**config.mk**
```make
export PLATFORM = sky130hd
export DESIGN_NAME = qmul_unit
export DESIGN_NICKNAME = d
export VERILOG_FILES = /design/src/rtl/qmul_pkg.sv /design/src/rtl/qmul_decode.sv /design/src/rtl/qmul_lane.sv /design/src/rtl/qmul_wb_reg.sv /design/src/rtl/qmul_unit.sv
export SDC_FILE = /design/constraint.sdc
export NUM_CORES = 1
export LEC_CHECK = 0
export BUFFER_PORTS_ARGS = -buffer_cell sky130_fd_sc_hd__clkbuf_2
export CAP_MARGIN = 20
export CORE_AREA = 2 2 214 216
export DETAILED_ROUTE_END_ITERATION = 7
export DIE_AREA = 0 0 216 218
export PLACE_DENSITY = 0.55
export RECOVER_POWER = 25
export SLEW_MARGIN = 20
export SYNTH_ARGS = -nofsm -noshare
export SYNTH_HDL_FRONTEND = slang
export SYNTH_SLANG_ARGS = --single-unit
```
**constraint.sdc**
```tcl
create_clock -name clk_i -period 2.4 [get_ports clk_i]
set_clock_uncertainty 0.1 [all_clocks]
set_input_delay 0.24 -clock clk_i [delete_from_list [all_inputs] [get_ports clk_i]]
set_output_delay 0.24 -clock clk_i [all_outputs]
set_load 0.02 [all_outputs]
```
**src/rtl/qmul_pkg.sv**
```systemverilog
package qmul_pkg;
  localparam int unsigned XLEN     = 32;
  localparam int unsigned LANE_W   = 8;
  localparam int unsigned LANES    = XLEN / LANE_W;
  localparam int unsigned PROD_W   = 2 * LANE_W;
  localparam int unsigned IDX_W    = 4;
  localparam int unsigned SEL_W    = 4;
  localparam int unsigned OP_W     = 6;

  localparam logic [OP_W-1:0]  MAJOR_OP   = 6'h1C;
  localparam logic [OP_W-1:0]  FUNC_OP    = 6'h38;
  localparam logic [SEL_W-1:0] SEL_SIGNED = 4'd2;

  localparam int unsigned DA_LSB  = 6;
  localparam int unsigned SB_LSB  = 10;
  localparam int unsigned SC_LSB  = 14;
  localparam int unsigned DD_LSB  = 18;
  localparam int unsigned SEL_LSB = 22;
  localparam int unsigned MAJ_LSB = 26;

  typedef struct packed {
    logic             hit;
    logic             b_signed;
    logic [IDX_W-1:0] da;
    logic [IDX_W-1:0] sb;
    logic [IDX_W-1:0] sc;
    logic [IDX_W-1:0] dd;
  } dec_t;
endpackage

```
**src/rtl/qmul_decode.sv**
```systemverilog
module qmul_decode
  import qmul_pkg::*;
(
  input  logic            valid_i,
  input  logic [XLEN-1:0] instr_i,
  output dec_t            dec_o
);
  logic [OP_W-1:0]  major;
  logic [OP_W-1:0]  func;
  logic [SEL_W-1:0] sel;

  assign major = instr_i[MAJ_LSB +: OP_W];
  assign func  = instr_i[0 +: OP_W];
  assign sel   = instr_i[SEL_LSB +: SEL_W];

  always_comb begin
    dec_o.hit      = valid_i && (major == MAJOR_OP) && (func == FUNC_OP);
    dec_o.b_signed = (sel == SEL_SIGNED);
    dec_o.da       = instr_i[DA_LSB +: IDX_W];
    dec_o.sb       = instr_i[SB_LSB +: IDX_W];
    dec_o.sc       = instr_i[SC_LSB +: IDX_W];
    dec_o.dd       = instr_i[DD_LSB +: IDX_W];
  end
endmodule

```
**src/rtl/qmul_lane.sv**
```systemverilog
module qmul_lane #(
  parameter int unsigned LANE_W = 8,
  parameter int unsigned PROD_W = 16,
  localparam int unsigned EXT_W  = LANE_W + 1,
  localparam int unsigned FULL_W = 2 * EXT_W
) (
  input  logic [LANE_W-1:0] b_i,
  input  logic [LANE_W-1:0] c_i,
  input  logic              b_signed_i,
  output logic [PROD_W-1:0] prod_o
);
  logic signed [EXT_W-1:0]  b_ext;
  logic signed [EXT_W-1:0]  c_ext;
  logic signed [FULL_W-1:0] full;

  // c is never signed; its extension bit is always 0
  assign b_ext  = {b_signed_i & b_i[LANE_W-1], b_i};
  assign c_ext  = {1'b0, c_i};
  assign full   = FULL_W'(b_ext) * FULL_W'(c_ext);
  assign prod_o = full[PROD_W-1:0];
endmodule

```
**src/rtl/qmul_wb_reg.sv**
```systemverilog
module qmul_wb_reg
  import qmul_pkg::*;
(
  input  logic             clk_i,
  input  logic             rst_ni,
  input  dec_t             dec_i,
  input  logic [XLEN-1:0]  res_a_i,
  input  logic [XLEN-1:0]  res_d_i,
  output logic             wa_en_o,
  output logic [IDX_W-1:0] wa_idx_o,
  output logic [XLEN-1:0]  wa_data_o,
  output logic             wd_en_o,
  output logic [IDX_W-1:0] wd_idx_o,
  output logic [XLEN-1:0]  wd_data_o
);
  always_ff @(posedge clk_i or negedge rst_ni) begin
    if (!rst_ni) begin
      wa_en_o   <= 1'b0;
      wd_en_o   <= 1'b0;
      wa_idx_o  <= '0;
      wd_idx_o  <= '0;
      wa_data_o <= '0;
      wd_data_o <= '0;
    end else begin
      wa_en_o <= dec_i.hit;
      // same destination: only the upper-lane word is written
      wd_en_o <= dec_i.hit && (dec_i.da != dec_i.dd);
      if (dec_i.hit) begin
        wa_idx_o  <= dec_i.da;
        wd_idx_o  <= dec_i.dd;
        wa_data_o <= res_a_i;
        wd_data_o <= res_d_i;
      end
    end
  end
endmodule

```
**src/rtl/qmul_unit.sv**
```systemverilog
module qmul_unit
  import qmul_pkg::*;
(
  input  logic             clk_i,
  input  logic             rst_ni,
  input  logic             valid_i,
  input  logic [XLEN-1:0]  instr_i,
  input  logic [XLEN-1:0]  opb_i,
  input  logic [XLEN-1:0]  opc_i,
  output logic [IDX_W-1:0] srcb_idx_o,
  output logic [IDX_W-1:0] srcc_idx_o,
  output logic             wa_en_o,
  output logic [IDX_W-1:0] wa_idx_o,
  output logic [XLEN-1:0]  wa_data_o,
  output logic             wd_en_o,
  output logic [IDX_W-1:0] wd_idx_o,
  output logic [XLEN-1:0]  wd_data_o
);
  localparam int unsigned HALF = LANES / 2;

  dec_t                    dec;
  logic [LANES*PROD_W-1:0] prods;
  logic [XLEN-1:0]         res_a;
  logic [XLEN-1:0]         res_d;

  qmul_decode u_dec (
    .valid_i (valid_i),
    .instr_i (instr_i),
    .dec_o   (dec)
  );

  assign srcb_idx_o = dec.sb;
  assign srcc_idx_o = dec.sc;

  for (genvar i = 0; i < LANES; i++) begin : g_lane
    qmul_lane #(.LANE_W(LANE_W), .PROD_W(PROD_W)) u_lane (
      .b_i        (opb_i[i*LANE_W +: LANE_W]),
      .c_i        (opc_i[i*LANE_W +: LANE_W]),
      .b_signed_i (dec.b_signed),
      .prod_o     (prods[i*PROD_W +: PROD_W])
    );
  end

  // lower lanes to D, upper lanes to A
  assign res_d = prods[0 +: HALF*PROD_W];
  assign res_a = prods[HALF*PROD_W +: HALF*PROD_W];

  qmul_wb_reg u_wb (
    .clk_i     (clk_i),
    .rst_ni    (rst_ni),
    .dec_i     (dec),
    .res_a_i   (res_a),
    .res_d_i   (res_d),
    .wa_en_o   (wa_en_o),
    .wa_idx_o  (wa_idx_o),
    .wa_data_o (wa_data_o),
    .wd_en_o   (wd_en_o),
    .wd_idx_o  (wd_idx_o),
    .wd_data_o (wd_data_o)
  );
endmodule

```
==> results of run 1 <==
-- area by class of cell --
type / count / area [um^2]
timing repair buffer: 460 / 3700
tap: 600 / 751
antenna: 1 / 2.50
sequential: 74 / 1850
inverter: 357 / 1350
clock inverter: 5 / 62.6
multi-input combinational: 1055 / 11300
clock buffer: 11 / 243
fill: 4404 / 25600
-- power breakdown --
part           switching [uW]  internal (uW)  total, uW
clock network             592            839       1430
registers                5.70           1260       1260
logic                    4680           4970       9650
-- metrics by stage --
| stage | hold slack, ps | util [%] | worst slack (ps) | TNS, ps | cells |
|---|---|---|---|---|---|
| CTS | 48.4 | 42.2 | -2020 | -62890 | 2554 |
| detailed placement | 98.7 | 38.6 | -2480 | -85910 | 2498 |
| floorplan | -156 | - | -2130 | -62880 | 1541 |
| global route | 57.8 | 43.0 | -2170 | -69460 | 2562 |
| global placement | 94.0 | 38.6 | -2410 | -84660 | 2498 |
| finish | 48.8 | 43.0 | -2000 | -61620 | 2563 |
-- tightest hold or removal path: cells and delay by family --
kind | cells | cell delay, ps
simple gates | 2 | 100
buf+inv | 1 | 120
-- layer usage --
| layer | up-vias | GRT usage [%] | share of wire, % |
|---|---|---|---|
| met5 | - | 0 | 0.037 |
| met4 | 2 | 3.06 | 1.5 |
| met3 | 40 | 3.32 | 4.3 |
| met2 | 165 | 28.9 | 51 |
| met1 | 5602 | 19.8 | 43 |
| li1 | 5487 | - | - |
-- repair_timing --
| action | in CTS | in global routing |
|---|---|---|
| cloned | 1 | 0 |
| pin swaps | 153 | 75 |
| endpoints found under the hold margin | 32 | 0 |
| resized for setup | 219 | 76 |
| buffers inserted | 36 | 10 |
| endpoints found under the setup margin | 48 | 48 |
| hold buffers | 7 | 0 |
-- cells in the final DEF, fill, tap and decap left out, types with 29 or more instances in the layout --
| master | instances |
|---|---|
| nand2_1 | 229 |
| xnor2_1 | 42 |
| inv_2 | 45 |
| ha_1 | 92 |
| and2_1 | 124 |
| clkbuf_2 | 125 |
| buf_6 | 41 |
| buf_4 | 240 |
| o21ai_1 | 29 |
| inv_1 | 308 |
| ha_4 | 44 |
| fa_1 | 189 |
| dfrtp_1 | 74 |
-- state kept, by name (all words and copies together), names as in the netlist --
signal and flops:
u_wb.wa_data_o 32, u_wb.wa_en_o 1, u_wb.wd_en_o 1, u_wb.wd_data_o 32
u_wb.wa_idx_o 4, u_wb.wd_idx_o 4
-- worst max-delay path by stage --
stage	to	slack, ps	depth (start not counted)
after global routing	u_wb.wa_data_o[15]$_DFFE_PN0P_	-2170	18
after CTS	u_wb.wa_data_o[15]$_DFFE_PN0P_	-2020	21
after floorplan	u_wb.wa_data_o[15]$_DFFE_PN0P_	-2130	15
after detailed placement	u_wb.wa_data_o[15]$_DFFE_PN0P_	-2480	19
final	u_wb.wa_data_o[15]$_DFFE_PN0P_	-2000	18
after global placement	u_wb.wa_data_o[15]$_DFFE_PN0P_	-2410	19
-- kinds of logic after synthesis --
kind of cell	Yosys count	synth area share, %
AOI/OAI and AO/OA	155	7.52
xor gates and xnor gates	74	5.12
adders and majority gates	347	44.3
buffers and inverters	412	12.2
DFF	74	13.9
muxes	1	0.0844
and+or+nand+nor	478	16.9
==> summary.md, run 1 <==
| Metric | Value |
|---|---|
| WP data required | `2550 ps` |
| Yosys reg bits | `74` |
| First-pass DRT Iterations | `4` |
| Worst Hold End | `u_wb.wa_idx_o[2]$_DFFE_PN0P_` |
| CP max stage cell | `fa_1` |
| Crit-path cells | `buf_6, nor4b_4, buf_6, buf_12, nand3_4, buf_6, inv_2, fa_1, fa_1, fa_1, fa_1, ha_2, nor4_2, o21ai_1, a31o_2, o41ai_2, xnor2_1, mux2_4` |
| Ys flop type | `dfrtp_1` |
| GRT Total Usage | `16.0%` |
| Post-route ant nets | `0` |
| Clock Sinks | `74` |
| Post-synthesis cell area | `13300 um^2` |
| Synth warn | `0` |
| Setup ws final | `-2000 ps` |
| Startpoint types | `input port` |
| Drt drc | `0` |
| Max-slew violation count | `28` |
| Violated checks | `capacitance limit, slew limit, setup timing` |
| Die span in x | `216 um` |
| Global placement routability congestion | `0.837` |
| Synthesized instance count | `1541` |
| Detailed placer's ending HPWL | `29300 um` |
| Distinct cells, synth | `48` |
| Max Cap Viol | `1` |
| Number of flops mapped to enable cells by yosys | `0` |
| CTS tree | `yes` |
| Number of global-route vias before repair | `12485` |
| FP Rows | `78` |
| I/O Buffers | `164` |
| Fin. Hold Viols | `0` |
| Status | `finished, violations left` |
| IO Pins | `181` |
| Layout cells sized above 1 | `36.5%` |
| Synth area leaders | `fa_1 (31%), dfrtp_1 (14%), ha_1 (13%)` |
| Initial antenna violation count | `2` |
| Die height | `218 um` |
| Post-synth top area share | `31.2%` |
| Reg2reg path depth | `2` |
| Lkg Pwr | `0.00996 uW` |
| Crit path buffers/inverters | `5` |
| Final setup viols | `45` |
| Clock Tree Buf Depth | `2` |
| Critical path class | `input port to flop` |
| Final std cell area, no fill | `19300 um^2` |
| Area leader, netlist | `fa_1` |
| Largest net degree at the start of global routing | `49` |
| Area delta synth->final | `44.7%` |
| Asr flop ratio synth | `100%` |
| Pwr per Cell Area | `640 nW/um^2` |
| Syn Nets | `1987` |
| RSZ-0062 raised after global routing | `true` |
| Critical path's largest stage delay | `550 ps` |
| R2R setup slack | `1340 ps` |
| Most frequent cell after synthesis | `inv_1` |
| Avg WL per Cell | `13.9 um` |
| Relative max-transition margin | `-7.85%` |
| Area after DPL | `17300 um^2` |
| Core Region | `44900 um^2` |
| First-pass GRT wire length | `61200 um` |
| Worst Path Arrival | `4550 ps` |
| Tightest Pin Transition | `1620 ps` |
| Critical R2R Capture | `u_wb.wd_data_o[28]$_DFFE_PN0P_` |
| Layout Nets | `2403` |
| Clk root buf | `clkbuf_16` |
| Drt initial violations | `465` |
| Hold Crit Class | `input port to flop` |
| Crit-path max FO | `3` |
| Hold wc startpoint | `instr_i[8]` |
| H-tree lvl count | `3` |
| Worst vdd ir | `462 uV` |
| Die area | `47100 um^2` |
| Worst r2r src | `u_wb.wd_data_o[28]$_DFFE_PN0P_` |
| Hold depth | `3` |
| Seq/Total Area, Yosys | `13.9%` |
| Post-Route WL | `35500 um` |
| Most frequent cells after synthesis | `inv_1 (357), nand2_1 (269), fa_1 (208)` |
| Tot Pwr | `12300 uW` |
| Crit path from | `instr_i[24]` |
| Syn_area_per_cell | `8.65 um^2` |
| Final Critical Period | `4400 ps` |
| DR vias | `11296` |
| Via density | `4.41` |
| Delay-heaviest family, CP | `adder cells` |
| Fmax | `227 MHz` |
| Starting Density | `29.7%` |
| CP most frequent cell | `fa_1` |
| CP Capture Type | `flop` |
| Grt total ovfl | `0` |
| Total CTS buffers | `9` |
| Period utilization | `183%` |
| Worst-path clk slew | `60 ps` |
| Clock Latency Late Sink | `360 ps` |
Note: power is estimated with default switching activity, not from simulation.
==> run 2: changes to the inputs <==
Settings changed: PLACE_DENSITY 0.55 to 0.57.
Clock period 2.4 ns to 3.5 ns, I/O delays scaled along.
==> summary.md, run 2 (synthesis gave the netlist of run 1 again) <==
| Metric | Value |
|---|---|
| Fill cell count | `4511` |
| Critical path class | `input port to flop` |
| Startpoint types | `input port` |
| Drt initial violations | `384` |
| Sequential fraction of design power | `10.9%` |
| CTS tree | `yes` |
| DR vias | `11032` |
| Final Core Density | `40.0%` |
| Initial antenna violation count | `1` |
| Clock Latency Late Sink | `370 ps` |
| Layout Nets | `2349` |
| FF/Latch Area | `1850 um^2` |
| Commonest cells after routing, fill and taps aside | `inv_1 (329), nand2_1 (250), buf_4 (219)` |
| CP most frequent cell | `fa_1` |
| Drt drc | `0` |
| Max-slew violation count | `75` |
| Ant diodes | `0` |
| First-pass DRT Iterations | `5` |
| I/O Buffers | `164` |
| Fin. Hold Viols | `0` |
| Internal | `4480 uW` |
| Period utilization | `127%` |
| Tightest Pin Transition | `2070 ps` |
| Worst-path clk slew | `60 ps` |
| WP data required | `3680 ps` |
| RSZ-0062 raised after global routing | `true` |
| Die span in x | `216 um` |
| Fin cells | `2508` |
| Detailed placer's ending HPWL | `29100 um` |
| Die height | `218 um` |
| CP max stage cell | `fa_1` |
| Final Critical Period | `4450 ps` |
| Gate power share | `77.3%` |
| Hold Crit Class | `input port to flop` |
| Post-Route WL | `35400 um` |
| Clk root buf | `clkbuf_16` |
| Global placement routability congestion | `0.847` |
| Max Cap Viol | `1` |
| Most common cell after layout, fill and taps aside | `inv_1` |
| Layout cells sized above 1 | `30.3%` |
| Area delta synth->final | `34.7%` |
| Hold WS | `106 ps` |
| Critical path's largest stage delay | `510 ps` |
| IO Pins | `181` |
| Avg WL per Cell | `14.1 um` |
| H-tree lvl count | `3` |
| Worst Path Arrival | `4630 ps` |
| Number of global-route vias before repair | `11730` |
| Clock Sinks | `74` |
| Pwr per Cell Area | `443 nW/um^2` |
| Multi-input gate area | `10900 um^2` |
| Final setup viols | `32` |
| Largest net degree at the start of global routing | `75` |
| Crit-path max FO | `7` |
| Violated checks | `capacitance limit, slew limit, setup timing` |
| GRT Total Usage | `15.5%` |
| Worst vdd ir | `267 uV` |
| Post-route ant nets | `0` |
| Starting Density | `29.7%` |
| Setup ws final | `-951 ps` |
| CP Capture Type | `flop` |
| Total CTS buffers | `9` |
| Core Region | `44900 um^2` |
| Clock Tree Buf Depth | `2` |
| Status | `finished, violations left` |
| Fmax | `225 MHz` |
| First-pass GRT wire length | `58400 um` |
| Clock group share of total power | `11.9%` |
| FP Rows | `78` |
| Die area | `47100 um^2` |
| Via density | `4.40` |
| Placed Cells | `2463` |
| Lkg Pwr | `0.00946 uW` |
| Switching pwr | `3470 uW` |
| Grt total ovfl | `0` |
| Relative max-transition margin | `-37.9%` |
| Crit-path cells | `buf_6, nor4b_4, buf_12, and2_4, buf_12, nand2_8, inv_4, fa_1, fa_1, fa_1, inv_1, fa_1, inv_2, ha_4, or3_4, o211ai_1, a21boi_1, o21a_1, o31ai_2` |
| Crit path buffers/inverters | `6` |
| Biggest regs | `u_wb.wa_data_o (32), u_wb.wd_data_o (32)` |
| Sw Share | `43.6%` |
| Delay-heaviest family, CP | `adder cells` |
==> run 2: cell count changes in the layout (fill, tap and decap cells not counted), sizes merged <==
cell / before / now
buf: 295 / 254
bufinv: 1 / 0
clkbuf: 169 / 163
clkinv: 2 / 3
clkinvlp: 2 / 1
diode: 1 / 0
dlygate4sd3: 7 / 1
==> run 2: worst min-delay path, cell delays in order <==
cell,delay (ps)
clkbuf_2,100
nand2_1,50
nand2_1,50
==> run 2: cell type report <==
class / instances / share of cell area [%]
clock buffers: 12 / 1.43
inverters: 357 / 7.52
flip-flops and latches: 74 / 10.3
well taps: 600 / 4.18
multi-input cells: 1055 / 60.5
clock inverters: 4 / 0.146
repair buffers: 406 / 15.9
==> run 2: worst paths after layout <==
path,slack [ps],cells after the start,endpoint,from
worst max-delay path,-950,19,u_wb.wd_data_o[13]$_DFFE_PN0P_,instr_i[22]
worst min-delay path,110,3,u_wb.wd_idx_o[3]$_DFFE_PN0P_,instr_i[21]
worst max register to register,2430,2,u_wb.wd_data_o[28]$_DFFE_PN0P_,u_wb.wd_data_o[28]$_DFFE_PN0P_
worst min register to register,370,2,u_wb.wa_data_o[16]$_DFFE_PN0P_,u_wb.wa_data_o[16]$_DFFE_PN0P_
max in group asynchronous,1020,2,u_wb.wd_data_o[17]$_DFFE_PN0P_,rst_ni
min in group asynchronous,960,2,u_wb.wd_data_o[2]$_DFFE_PN0P_,rst_ni
==> run 2: power groups by stage <==
stage / Sequential [uW] / Clock (uW) / Combinational [uW]
final: 867 / 943 / 6150
after global routing: 867 / 1020 / 6840
after CTS: 867 / 985 / 5650
after detailed placement: 883 / 0 / 5040
after global placement: 883 / 0 / 4970
after floorplan: 891 / 0 / 3370
==> run 2: repair_timing <==
action                                  in CTS  in global routing
hold buffers                                 0                  1
gates cloned                                 1                  0
setup buffers                               19                 12
pin swaps                                   63                 85
endpoints found under the setup margin      33                 38
resized for setup                           93                107
hold endpoints to repair                     0                 25
==> run 2: through the flow <==
step                      instance area (um^2)  worst slack, ps  total power, uW  TNS, ps
after CTS                                17600             -981             7510   -23380
after floorplan                          13900            -1140             4260   -21710
after global routing                     18000            -1120             8730   -27900
after detailed placement                 16700            -1550             5930   -39900
final                                    18000             -951             7960   -22940
after global placement                   16700            -1410             5850   -37680
==> run 2: layer usage <==
metal	global-route usage [%]	part of all wire, %	vias to the layer above	wire length (um)
met5	0	0.054	-	19
met4	3.56	1.7	2	585
met3	2.62	3.5	38	1230
met2	27.4	50	165	17800
met1	19.8	44	5452	15700
li1	-	-	5375	-
==> run 3: changes to the inputs <==
Settings changed: CORE_AREA 2 2 214 216 to 2 2 218 220, DIE_AREA 0 0 216 218 to 0 0 220 222, PLACE_DENSITY 0.57 to 0.56, REMOVE_ABC_BUFFERS set to 1, SYNTH_HIERARCHICAL set to 1.
==> summary.md, run 3 <==
| Metric | Value |
|---|---|
| Initial antenna violation count | `0` |
| Worst vdd ir | `592 uV` |
| Crit-path cells | `buf_6, nor4b_4, buf_6, buf_12, buf_6, and3_4, inv_2, fa_1, inv_1, fa_1, fa_1, inv_1, fa_1, inv_2, ha_4, nor3_4, nor2_2, nor2_2, a31oi_2, mux2i_1, nand3_1, mux2_4` |
| Number of flops mapped to enable cells by yosys | `0` |
| Distinct cells, synth | `42` |
| Pwr per Cell Area | `460 nW/um^2` |
| Post-Route WL | `33900 um` |
| Syn_area_per_cell | `9.47 um^2` |
| WP data required | `3670 ps` |
| Area share of xor/xnor cells in the synthesized design | `5.82%` |
| FF/Latch Area | `1850 um^2` |
| Relative max-transition margin | `-5.27%` |
| Fill cell count | `4506` |
| Die height | `222 um` |
| Biggest regs | `u_wb/wa_data_o (32), u_wb/wd_data_o (32)` |
| Critical path's largest stage delay | `510 ps` |
| Drt initial violations | `325` |
| Setup WS pre-CTS | `-1670 ps` |
| CP Capture Type | `flop` |
| Fin. Hold Viols | `0` |
| Detailed placer's ending HPWL | `27000 um` |
| Total CTS buffers | `9` |
| RSZ-0062 raised after global routing | `true` |
| Most frequent cell after synthesis | `inv_1` |
| Fmax | `217 MHz` |
| Synthesized instance count | `1462` |
| Post-synthesis cell area | `13800 um^2` |
| Clock Sinks | `74` |
| Clock Latency Late Sink | `370 ps` |
| Crit path from | `instr_i[22]` |
| GRT Total Usage | `14.4%` |
| Area leader, netlist | `fa_1` |
| Lkg Pwr | `0.00972 uW` |
| Post-synth top area share | `29.5%` |
| Hold Crit Class | `input port to flop` |
| Period utilization | `132%` |
| Tightest Pin Transition | `1580 ps` |
| Critical path class | `input port to flop` |
| Starting Density | `29.9%` |
| Global placement routability congestion | `0.853` |
| IO Pins | `181` |
| Post-Synth Simple-Gate Area | `14.6%` |
| Final setup viols | `33` |
| Drt drc | `0` |
| Final Critical Period | `4610 ps` |
| Multiplexer share of the synthesized area | `7.94%` |
| Hold wc startpoint | `instr_i[6]` |
| H-tree lvl count | `3` |
| Via density | `4.38` |
| Max Cap Viol | `1` |
| Core Region | `46300 um^2` |
| First-pass GRT wire length | `56300 um` |
| Ys flop type | `dfrtp_1` |
| Asr flop ratio synth | `100%` |
| Most frequent cells after synthesis | `inv_1 (360), fa_1 (204), ha_1 (144)` |
| Largest family of logic cells by synthesized area | `adder cells` |
| FP Rows | `79` |
| Number of global-route vias before repair | `11637` |
| Hold WS | `131 ps` |
| Post-route ant nets | `0` |
| Synth Area in Adders | `42.5%` |
| Multi-input gate area | `11500 um^2` |
| Worst-path clk slew | `80 ps` |
| Status | `finished, violations left` |
| First-pass DRT Iterations | `4` |
| Startpoint types | `input port` |
| Setup ws final | `-1110 ps` |
| Final std cell area, no fill | `18800 um^2` |
| Setup TNS Final | `-28490 ps` |
| Avg WL per Cell | `13.8 um` |
| I/O Buffers | `164` |
| Die area | `48800 um^2` |
| Clock Tree Buf Depth | `2` |
| Layout Nets | `2288` |
| DR vias | `10736` |
| Largest net degree at the start of global routing | `60` |
| Violated checks | `capacitance limit, slew limit, setup timing` |
| Layout cells sized above 1 | `38.7%` |
| Yosys reg bits | `74` |
| Clk root buf | `clkbuf_16` |
| Ant diodes | `0` |
| Commonest cells after routing, fill and taps aside | `inv_1 (322), buf_4 (214), fa_1 (192)` |
| Synth Area in Compound Gates | `3.53%` |
| Final Core Density | `40.6%` |
| Grt total ovfl | `0` |
| Worst Path Arrival | `4780 ps` |
| Die span in x | `220 um` |
| CTS tree | `yes` |
| Synth warn | `6` |
| CP most frequent cell | `fa_1` |
| Crit-path max FO | `6` |
| Worst r2r src | `u_wb/wa_data_o[28]$_DFFE_PN0P_` |
| Area delta synth->final | `35.6%` |
| Seq/Total Area, Yosys | `13.4%` |
| CP max stage cell | `fa_1` |
| Max-slew violation count | `54` |
| Area after DPL | `16700 um^2` |
| Synth area leaders | `fa_1 (29%), dfrtp_1 (13%), ha_1 (13%)` |
| Most common cell after layout, fill and taps aside | `inv_1` |
[run 3: cell count changes in the layout (fill, tap and decap cells not counted), sizes merged, moves of 17 or more]
cell / delta
xor2: +18
nor2: +17
nand2: -128
mux2: +71
o21ai: -30
[run 3: logic make-up after synthesis]
family | after synthesis
simple gates | 388
fa+ha+maj | 348
mux | 75
buf+inv | 404
flops | 74
compound gates | 81
xor+xnor | 92
[run 3: final cells by class]
class                           count  area share [%]
Clock buffer                       11            1.29
Clock inverter                      5           0.333
Inverter                          360            7.22
Multi-Input combinational cell    984            61.0
Sequential cell                    74            9.86
Tap cell                          607            4.05
Timing Repair Buffer              412            16.2
[run 3: timing repair]
action	in CTS	in global routing
buffers inserted	15	23
cloned	0	1
endpoints found under the setup margin	36	39
gates resized for setup	177	155
hold endpoints to repair	40	0
hold buffers	1	0
pin swaps	105	136
[run 3: path summary, 6_finish.rpt]
| check | to | slack, ps | depth (start not counted) |
|---|---|---|---|
| worst max-delay path | u_wb/wd_data_o[30]$_DFFE_PN0P_ | -1110 | 22 |
| worst min-delay path | u_wb/wa_idx_o[0]$_DFFE_PN0P_ | 130 | 2 |
| worst max register to register | u_wb/wa_data_o[28]$_DFFE_PN0P_ | 2600 | 1 |
| worst min register to register | u_wb/wd_data_o[21]$_DFFE_PN0P_ | 410 | 1 |
| max in group asynchronous | u_wb/wa_data_o[7]$_DFFE_PN0P_ | 1510 | 3 |
| min in group asynchronous | u_wb/wd_data_o[20]$_DFFE_PN0P_ | 790 | 2 |
[run 3: critical path, delay by kind of cell]
kind / cells / cell delay [ps]
adder cells (fa/ha/maj): 5 / 2220
AND/OR/NAND/NOR: 6 / 810
buffers and inverters: 8 / 690
multiplexers: 2 / 490
AO/OA/AOI/OAI: 1 / 210
[run 3: power by group]
group,leakage [uW],switching [uW],total [uW],internal [uW]
clock network,0.000142,461,1040,576
logic,0.00855,3320,6730,3420
registers,0.00103,4.75,867,862
[run 3: metal layers]
metal / share of wire [%] / global-route usage [%] / vias to the layer above
li1: - / - / 5139
met1: 43 / 17.4 / 5396
met2: 52 / 25.8 / 166
met3: 3.5 / 2.85 / 35
met4: 1.5 / 3.68 / 0
met5: 0 / 0 / -
[run 3: stage by stage]
step / total power [uW] / instances
after global placement: 5650 / 2406
after floorplan: 3950 / 1418
after detailed placement: 5690 / 2406
final: 8640 / 2453
after global routing: 9510 / 2453
after CTS: 7900 / 2437
